File: src/rtl/spi_burst_pkg.sv
package spi_burst_pkg;

    localparam int BYTE_W         = 8;
    localparam int BIT_IDX_W      = $clog2(BYTE_W);
    localparam int TICKS_PER_BYTE = 2 * BYTE_W;
    localparam int PH_W           = $clog2(TICKS_PER_BYTE);
    localparam int NUM_CS         = 4;
    localparam int CS_SEL_W       = $clog2(NUM_CS);
    localparam int CTL_W          = 32;

    // Control word field positions (software decodes these).
    localparam int POS_CPHA    = 0;
    localparam int POS_CPOL    = 1;
    localparam int POS_CSPOL   = 2;
    localparam int POS_CSSEL   = 4;
    localparam int POS_CSMAN   = 6;
    localparam int POS_CSLVL   = 7;
    localparam int POS_DISCARD = 8;
    localparam int POS_DLY1    = 11;
    localparam int POS_LSB     = 12;
    localparam int POS_NORM    = 13;
    localparam int POS_RUN     = 31;

    typedef struct packed {
        logic                normal_smp;
        logic                lsb_first;
        logic                dly_one;
        logic                discard;
        logic                cs_lvl;
        logic                cs_manual;
        logic [CS_SEL_W-1:0] cs_sel;
        logic                cs_pol;
        logic                cpol;
        logic                cpha;
    } xfer_cfg_t;

    typedef enum logic [1:0] {
        SEQ_IDLE,
        SEQ_LOAD,
        SEQ_SHIFT,
        SEQ_TAIL
    } seq_state_t;

    function automatic xfer_cfg_t decode_cfg(input logic [CTL_W-1:0] w);
        xfer_cfg_t c;
        c.cpha       = w[POS_CPHA];
        c.cpol       = w[POS_CPOL];
        c.cs_pol     = w[POS_CSPOL];
        c.cs_sel     = w[POS_CSSEL +: CS_SEL_W];
        c.cs_manual  = w[POS_CSMAN];
        c.cs_lvl     = w[POS_CSLVL];
        c.discard    = w[POS_DISCARD];
        c.dly_one    = w[POS_DLY1];
        c.lsb_first  = w[POS_LSB];
        c.normal_smp = w[POS_NORM];
        return c;
    endfunction

    function automatic logic [CTL_W-1:0] encode_cfg(input xfer_cfg_t c, input logic busy);
        logic [CTL_W-1:0] w;
        w = '0;
        w[POS_CPHA]                = c.cpha;
        w[POS_CPOL]                = c.cpol;
        w[POS_CSPOL]               = c.cs_pol;
        w[POS_CSSEL +: CS_SEL_W]   = c.cs_sel;
        w[POS_CSMAN]               = c.cs_manual;
        w[POS_CSLVL]               = c.cs_lvl;
        w[POS_DISCARD]             = c.discard;
        w[POS_DLY1]                = c.dly_one;
        w[POS_LSB]                 = c.lsb_first;
        w[POS_NORM]                = c.normal_smp;
        w[POS_RUN]                 = busy;
        return w;
    endfunction

    // Ticks from burst start to the first MISO sample point.
    function automatic logic [1:0] sample_offset(input xfer_cfg_t c);
        logic [1:0] d;
        if (c.normal_smp)   d = 2'd0;
        else if (c.dly_one) d = 2'd2;
        else                d = 2'd1;
        return d + {1'b0, c.cpha};
    endfunction

    function automatic logic pick_bit(input logic [BYTE_W-1:0] b,
                                      input logic [BIT_IDX_W-1:0] i,
                                      input logic lsb);
        return lsb ? b[i] : b[BIT_IDX_W'(BYTE_W-1) - i];
    endfunction

endpackage

File: src/rtl/spi_cs_ctrl.sv
module spi_cs_ctrl import spi_burst_pkg::*; (
    input  logic                busy,
    input  logic                cs_pol,
    input  logic                cs_manual,
    input  logic                cs_lvl,
    input  logic [CS_SEL_W-1:0] cs_sel,
    output logic [NUM_CS-1:0]   cs_lines
);

    for (genvar k = 0; k < NUM_CS; k++) begin : g_line
        always_comb begin
            if (cs_sel != CS_SEL_W'(k))
                cs_lines[k] = ~cs_pol;
            else if (cs_manual)
                cs_lines[k] = cs_lvl;
            else
                cs_lines[k] = busy ? cs_pol : ~cs_pol;
        end
    end

    always_comb begin
        AST_CS_SINGLE_ACTIVE: assert ($countones(cs_lines ^ {NUM_CS{~cs_pol}}) <= 1);
    end

endmodule

File: src/rtl/spi_tx_seq.sv
module spi_tx_seq import spi_burst_pkg::*; #(
    parameter int CNT_W = 24
) (
    input  logic              clk,
    input  logic              rst,
    input  logic              go,
    input  logic              stop,
    input  logic              cpha,
    input  logic              cpol,
    input  logic              lsb_first,
    input  logic [CNT_W-1:0]  burst_len,
    input  logic [CNT_W-1:0]  tx_len,
    input  logic              tick,
    input  logic              tx_empty,
    input  logic [BYTE_W-1:0] tx_data,
    output logic              tx_pop,
    output logic              sck,
    output logic              mosi,
    output logic              edge_ev,
    output logic              tx_fin
);

    seq_state_t        st;
    logic [CNT_W-1:0]  idx, nbytes, ntx;
    logic [CNT_W-1:0]  idx_nx;
    logic [PH_W-1:0]   ph;
    logic [BYTE_W-1:0] txb, load_byte;
    logic              sck_q, mosi_q, need_fifo, load_ok;

    assign need_fifo = (idx < ntx);
    assign load_ok   = !need_fifo || !tx_empty;
    assign load_byte = need_fifo ? tx_data : '0;
    assign idx_nx    = idx + 1'b1;
    assign tx_pop    = (st == SEQ_LOAD) && need_fifo && !tx_empty;
    assign edge_ev   = tick && ((st == SEQ_SHIFT) || (st == SEQ_TAIL));
    assign tx_fin    = (st == SEQ_TAIL);
    assign sck       = (st == SEQ_SHIFT) ? sck_q : cpol;
    assign mosi      = mosi_q;

    always_ff @(posedge clk) begin
        if (rst) begin
            st     <= SEQ_IDLE;
            idx    <= '0;
            nbytes <= '0;
            ntx    <= '0;
            ph     <= '0;
            txb    <= '0;
            sck_q  <= 1'b0;
            mosi_q <= 1'b0;
        end else if (go) begin
            st     <= SEQ_LOAD;
            idx    <= '0;
            nbytes <= burst_len;
            ntx    <= tx_len;
        end else if (stop) begin
            st     <= SEQ_IDLE;
            mosi_q <= 1'b0;
        end else begin
            case (st)
                SEQ_LOAD: begin
                    if (load_ok) begin
                        txb   <= load_byte;
                        ph    <= '0;
                        sck_q <= cpol;
                        if (!cpha)
                            mosi_q <= pick_bit(load_byte, '0, lsb_first);
                        st <= SEQ_SHIFT;
                    end
                end
                SEQ_SHIFT: begin
                    if (tick) begin
                        sck_q <= ~sck_q;
                        ph    <= ph + 1'b1;
                        if (!cpha && ph[0] && (ph != PH_W'(TICKS_PER_BYTE-1)))
                            mosi_q <= pick_bit(txb, ph[PH_W-1:1] + 1'b1, lsb_first);
                        if (cpha && !ph[0])
                            mosi_q <= pick_bit(txb, ph[PH_W-1:1], lsb_first);
                        if (ph == PH_W'(TICKS_PER_BYTE-1)) begin
                            idx <= idx_nx;
                            st  <= (idx_nx == nbytes) ? SEQ_TAIL : SEQ_LOAD;
                        end
                    end
                end
                default: ;
            endcase
        end
    end

    AST_SCK_MOVES_ONLY_ON_TICK: assert property (@(posedge clk) disable iff (rst)
        (st != SEQ_IDLE && !tick && !stop) |=> $stable(sck));

endmodule

File: src/rtl/spi_rx_cap.sv
module spi_rx_cap import spi_burst_pkg::*; #(
    parameter int CNT_W = 24
) (
    input  logic              clk,
    input  logic              rst,
    input  logic              go,
    input  logic [1:0]        go_off,
    input  logic [CNT_W-1:0]  burst_len,
    input  logic              lsb_first,
    input  logic              discard,
    input  logic              ev,
    input  logic              miso,
    output logic              rx_push,
    output logic [BYTE_W-1:0] rx_data,
    output logic              rx_all
);

    localparam int LEFT_W = CNT_W + BIT_IDX_W;

    logic [LEFT_W-1:0]    left;
    logic [1:0]           lead;
    logic                 par;
    logic [BIT_IDX_W-1:0] bitc;
    logic [BYTE_W-1:0]    sh, next_sh;

    assign next_sh = lsb_first ? {miso, sh[BYTE_W-1:1]} : {sh[BYTE_W-2:0], miso};
    assign rx_all  = (left == '0);

    always_ff @(posedge clk) begin
        if (rst) begin
            left    <= '0;
            lead    <= '0;
            par     <= 1'b0;
            bitc    <= '0;
            sh      <= '0;
            rx_data <= '0;
            rx_push <= 1'b0;
        end else begin
            rx_push <= 1'b0;
            if (go) begin
                lead <= go_off;
                par  <= 1'b0;
                bitc <= '0;
                left <= {burst_len, {BIT_IDX_W{1'b0}}};
            end else if (ev && !rx_all) begin
                if (lead != 2'd0) begin
                    lead <= lead - 1'b1;
                end else begin
                    par <= ~par;
                    if (!par) begin
                        sh   <= next_sh;
                        bitc <= bitc + 1'b1;
                        left <= left - 1'b1;
                        if (bitc == BIT_IDX_W'(BYTE_W-1)) begin
                            rx_data <= next_sh;
                            rx_push <= !discard;
                        end
                    end
                end
            end
        end
    end

    AST_PUSH_SPACED: assert property (@(posedge clk) disable iff (rst)
        rx_push |=> !rx_push);

endmodule

File: src/rtl/spi_burst_engine.sv
module spi_burst_engine import spi_burst_pkg::*; #(
    parameter int CNT_W = 24
) (
    input  logic              clk,
    input  logic              rst,
    input  logic              ctl_we,
    input  logic [CTL_W-1:0]  ctl_wdata,
    output logic [CTL_W-1:0]  ctl_rdata,
    input  logic [CNT_W-1:0]  burst_len,
    input  logic [CNT_W-1:0]  tx_len,
    input  logic              tick,
    input  logic              tx_empty,
    input  logic [BYTE_W-1:0] tx_data,
    output logic              tx_pop,
    output logic              rx_push,
    output logic [BYTE_W-1:0] rx_data,
    output logic              sck,
    output logic              mosi,
    input  logic              miso,
    output logic [NUM_CS-1:0] cs_o,
    output logic              done_o
);

    xfer_cfg_t  cfg_q, w_cfg;
    logic       busy_q, done_q;
    logic       accept, start, go, zero_go, fin;
    logic       tx_fin, rx_all, edge_ev;
    logic [1:0] go_off;

    assign w_cfg   = decode_cfg(ctl_wdata);
    assign go_off  = sample_offset(w_cfg);
    assign accept  = ctl_we && !busy_q;
    assign start   = accept && ctl_wdata[POS_RUN];
    assign go      = start && (burst_len != '0);
    assign zero_go = start && (burst_len == '0);
    assign fin     = busy_q && tx_fin && rx_all;

    always_ff @(posedge clk) begin
        if (rst) begin
            cfg_q  <= '0;
            busy_q <= 1'b0;
            done_q <= 1'b0;
        end else begin
            if (accept)
                cfg_q <= w_cfg;
            if (go)
                busy_q <= 1'b1;
            else if (fin)
                busy_q <= 1'b0;
            done_q <= fin || zero_go;
        end
    end

    assign ctl_rdata = encode_cfg(cfg_q, busy_q);
    assign done_o    = done_q;

    spi_tx_seq #(.CNT_W(CNT_W)) u_tx (
        .clk       (clk),
        .rst       (rst),
        .go        (go),
        .stop      (fin),
        .cpha      (cfg_q.cpha),
        .cpol      (cfg_q.cpol),
        .lsb_first (cfg_q.lsb_first),
        .burst_len (burst_len),
        .tx_len    (tx_len),
        .tick      (tick),
        .tx_empty  (tx_empty),
        .tx_data   (tx_data),
        .tx_pop    (tx_pop),
        .sck       (sck),
        .mosi      (mosi),
        .edge_ev   (edge_ev),
        .tx_fin    (tx_fin)
    );

    spi_rx_cap #(.CNT_W(CNT_W)) u_rx (
        .clk       (clk),
        .rst       (rst),
        .go        (go),
        .go_off    (go_off),
        .burst_len (burst_len),
        .lsb_first (cfg_q.lsb_first),
        .discard   (cfg_q.discard),
        .ev        (edge_ev),
        .miso      (miso),
        .rx_push   (rx_push),
        .rx_data   (rx_data),
        .rx_all    (rx_all)
    );

    spi_cs_ctrl u_cs (
        .busy      (busy_q),
        .cs_pol    (cfg_q.cs_pol),
        .cs_manual (cfg_q.cs_manual),
        .cs_lvl    (cfg_q.cs_lvl),
        .cs_sel    (cfg_q.cs_sel),
        .cs_lines  (cs_o)
    );

    AST_IDLE_SCK_LEVEL: assert property (@(posedge clk) disable iff (rst)
        !busy_q |-> (sck == cfg_q.cpol));
    AST_BUSY_FALL_DONE: assert property (@(posedge clk) disable iff (rst)
        $fell(busy_q) |-> done_o);
    AST_AUTO_CS_ACTIVE: assert property (@(posedge clk) disable iff (rst)
        (busy_q && !cfg_q.cs_manual) |-> (cs_o[cfg_q.cs_sel] == cfg_q.cs_pol));
    AST_NO_POP_WHEN_IDLE: assert property (@(posedge clk) disable iff (rst)
        !busy_q |-> !tx_pop);

endmodule

File: config.mk
export PLATFORM = sky130hd
export DESIGN_NAME = spi_burst_engine
export DESIGN_NICKNAME = d
export VERILOG_FILES = /design/src/rtl/spi_burst_pkg.sv /design/src/rtl/spi_cs_ctrl.sv /design/src/rtl/spi_tx_seq.sv /design/src/rtl/spi_rx_cap.sv /design/src/rtl/spi_burst_engine.sv
export SDC_FILE = /design/constraint.sdc
export NUM_CORES = 1
export LEC_CHECK = 0
export BUFFER_PORTS_ARGS = -buffer_cell sky130_fd_sc_hd__buf_2
export CAP_MARGIN = 20
export CORE_ASPECT_RATIO = 1.1
export CORE_MARGIN = 2
export CORE_UTILIZATION = 55
export DETAILED_ROUTE_END_ITERATION = 6
export PLACE_DENSITY = 0.76
export REMOVE_ABC_BUFFERS = 1
export SETUP_SLACK_MARGIN = 0.4
export SLEW_MARGIN = 10
export SYNTH_ARGS = -nofsm -noshare
export SYNTH_HDL_FRONTEND = slang
export SYNTH_HIERARCHICAL = 1
export SYNTH_SLANG_ARGS = --single-unit
File: constraint.sdc
create_clock -name clk -period 4.6 [get_ports clk]
set_input_delay 0.69 -clock clk [delete_from_list [all_inputs] [get_ports clk]]
set_output_delay 0.69 -clock clk [all_outputs]
set_load 0.005 [all_outputs]
==> impl_metrics.tcl <==
set metrics [dict create \
    ys_warn_count 6 \
    drtIter0Drc 443 \
    fin_cells 1289 \
    async_flop_share_pct 0 \
    rsz0062_at_grt "no" \
    fin_util_pct 62.55 \
    io_buffers 102 \
    cp-end-kind "output pin" \
    dr.pass1.iters 7 \
    post-place-ws_ns 0.9764 \
    synth_area_leader_cell "dfxtp_1" \
    synth.most_common_cell "dfxtp_1" \
    clk_path_buf_depth 2 \
    hpwl_um 14390 \
    finalMaxSlewViolations 0 \
    finalInstanceArea_um2 9729 \
    met3_usage_pct 4.377 \
    min_period_ns 3.707 \
    ys_top_cells_by_count "151 x dfxtp_1, 142 x nor2_1, 64 x nand2_1" \
    startpoint_type "flip-flop" \
    clock_latency_ns 0.43 \
    hold_class "reg -> reg" \
    power.density_nw_per_um2 325.5 \
    final_nets 1202 \
    grt_pass1_vias 6670 \
    synth_edf_count 0 \
    use_met2_pct 39.50 \
    place_congestion 0.9344 \
    yosysSeqAreaShare_pct 34.85 \
    wl_um 19940 \
    setup_violations 0 \
    grt_pass1_wl_um 32330 \
    status "finished, final reports clean" \
    via_count 7335 \
    die_area_um2 16790 \
    fmaxAchievable_mhz 269.8 \
    synthCells 1006 \
    critPathKind "reg -> out" \
    netlist.area_leader.share_pct 34.85 \
    ir_drop_mv 0.2654 \
    clock-skew-final_ns 0.009015 \
    area.growth.synth_to_final_pct 12.18 \
    final_layout_size_suffix_gt1_share_pct 17.08 \
    wl_per_cell_um 15.47 \
    fin_tns_setup_ns 0 \
    grt_remaining_overflow 0 \
    drtAntennaViolNets 0 \
    placed_area_um2 9148 \
    arrival_ns 3.02 \
    io_pins 143 \
    tightestPinTransition_ns 1.056 \
    vias_per_cell 5.690 \
    netlist_area_um2 8673 \
    rows 48 \
    hold_viol_final 0 \
    cp_max_fo 10 \
    cts.sinks 151 \
    path_clk_slew_ns 0.07 \
    p_leak_nw 3.764 \
    postCtsSetupBuffers 0 \
    grt_max_degree 81 \
    avgSynthCellArea_um2 8.622 \
    drcViolationCount 0 \
    die_w_um 123.7 \
    grt_usage_pct 24.28 \
    antenna_found_initial 0 \
    core_area_um2 15550 \
    grt-busiest-layer "met2" \
    place_inst 1257 \
    cts-hold-fix-buffers 0 \
    dominantRegCellSynth "dfxtp_1" \
    worst_slack_ns 0.8933 \
    synthTopCellsByArea "dfxtp_1 35%, mux2i_1 7.0%, nor2_1 6.1%" \
    post_cts_resized 0 \
    fp.dieH_um 135.7 \
    cts_root_buffer "clkbuf_16" \
    cts_made_buffers 17 \
    initial_utilization_pct 55.76 \
    required_ns 3.91 \
    finalCritPeriodShare_pct 80.58 \
    grt.met1_usage_pct 32.56 \
    synth-seq-cells 151 \
    cts_tree "yes" \
    maxCapViolCount 0 \
    yosysUniqueCellTypes 80 \
    antennaDiodeCount 0 \
    htree_levels 4 \
    slew-limit-headroom_pct 29.45 \
]
[worst paths after layout]
kind	endpoint	slack, ns	depth (start not counted)	start
setup reg to reg	u_tx/st[1]	0.93	9	u_tx/idx[0]
hold reg to reg	ctl_rdata[13]	0.46	2	ctl_rdata[13]
hold / removal	ctl_rdata[13]	0.46	2	ctl_rdata[13]
setup / recovery	tx_pop	0.89	7	u_tx/idx[15]
[placed cells by master, fill, tap and decap left out, types with 16 or more instances in the layout]
cell type | Yosys | layout
dfxtp_1 | 151 | 151
nor2_1 | 142 | 142
buf_2 | 8 | 101
nand2_1 | 64 | 64
mux2i_1 | 61 | 61
a21oi_1 | 53 | 53
inv_1 | 46 | 46
xnor2_1 | 39 | 39
a211oi_1 | 39 | 38
ha_1 | 32 | 32
nor3_1 | 26 | 26
xor2_1 | 26 | 26
conb_1 | 1 | 20
o21ai_0 | 18 | 18
clkbuf_16 | 0 | 17
nand4_1 | 17 | 17
nand2b_1 | 16 | 16
[cells by family (layout without fill, tap and decap cells)]
logic type | count (synthesis) | in the layout | synth area share, %
xor+xnor | 65 | 65 | 6.564
compound gates | 179 | 179 | 14.22
fa+ha+maj | 32 | 32 | 4.616
mux | 72 | 72 | 9.766
flops | 151 | 151 | 34.85
other cells | 1 | 20 | 0.04324
simple gates | 381 | 381 | 22.86
buf+inv | 125 | 189 | 7.069
[layout make-up]
class	count	area, µm²
well taps	200	250.2
multi-input cells	749	5125
repair buffers	110	573.1
clock inverters	15	156.4
clock buffers	17	425.4
fillers	1376	5826
inverters	47	176.4
flip-flops and latches	151	3023
[flip-flops by register name (all words and copies together), names as in the netlist, 2 cells and up]
| register | cells |
|---|---|
| u_rx/rx_data | 8 |
| u_tx/nbytes | 24 |
| u_tx/ntx | 24 |
| u_tx/idx | 24 |
| u_tx/st | 2 |
| u_tx/txb | 8 |
| u_rx/sh | 8 |
| u_rx/left | 27 |
| ctl_rdata | 11 |
| u_rx/lead | 2 |
| u_rx/bitc | 3 |
| u_tx/ph | 4 |
[per-stage QoR]
stage | hold WS, ns | total power (W)
2_1_floorplan | 0.4398 | 0.001678
3_3_place_gp | 0.4407 | 0.001804
3_5_place_dp | 0.4500 | 0.001813
4_1_cts | 0.4594 | 0.003180
5_1_grt | 0.4857 | 0.003297
6_report | 0.4585 | 0.003167
[where the power goes]
group / switching [W] / leakage [nW] / total (W) / internal (W)
Sequential: 0.0000505 / 1.23 / 0.00141 / 0.00136
Clock: 0.000609 / 0.290 / 0.00138 / 0.000768
Combinational: 0.000222 / 2.24 / 0.000381 / 0.000160
Total: 0.000881 / 3.76 / 0.00317 / 0.00229
[routing by layer]
layer  vias to the layer above  wire length, µm
met1                      3425             9189
met5                         -                0
met2                       182             9469
li1                       3706                -
met4                         0              325
met3                        22              952
[critical path, stage by stage (launching register included)]
cell and delay [ns]:
dfxtp_1 0.58, ha_1 0.32, and2_0 0.17, a221o_1 0.30, a21oi_1 0.27, nand4b_1 0.46
nor3_1 0.33, buf_2 0.16
No activity file was read; power rests on OpenSTA's default activity.
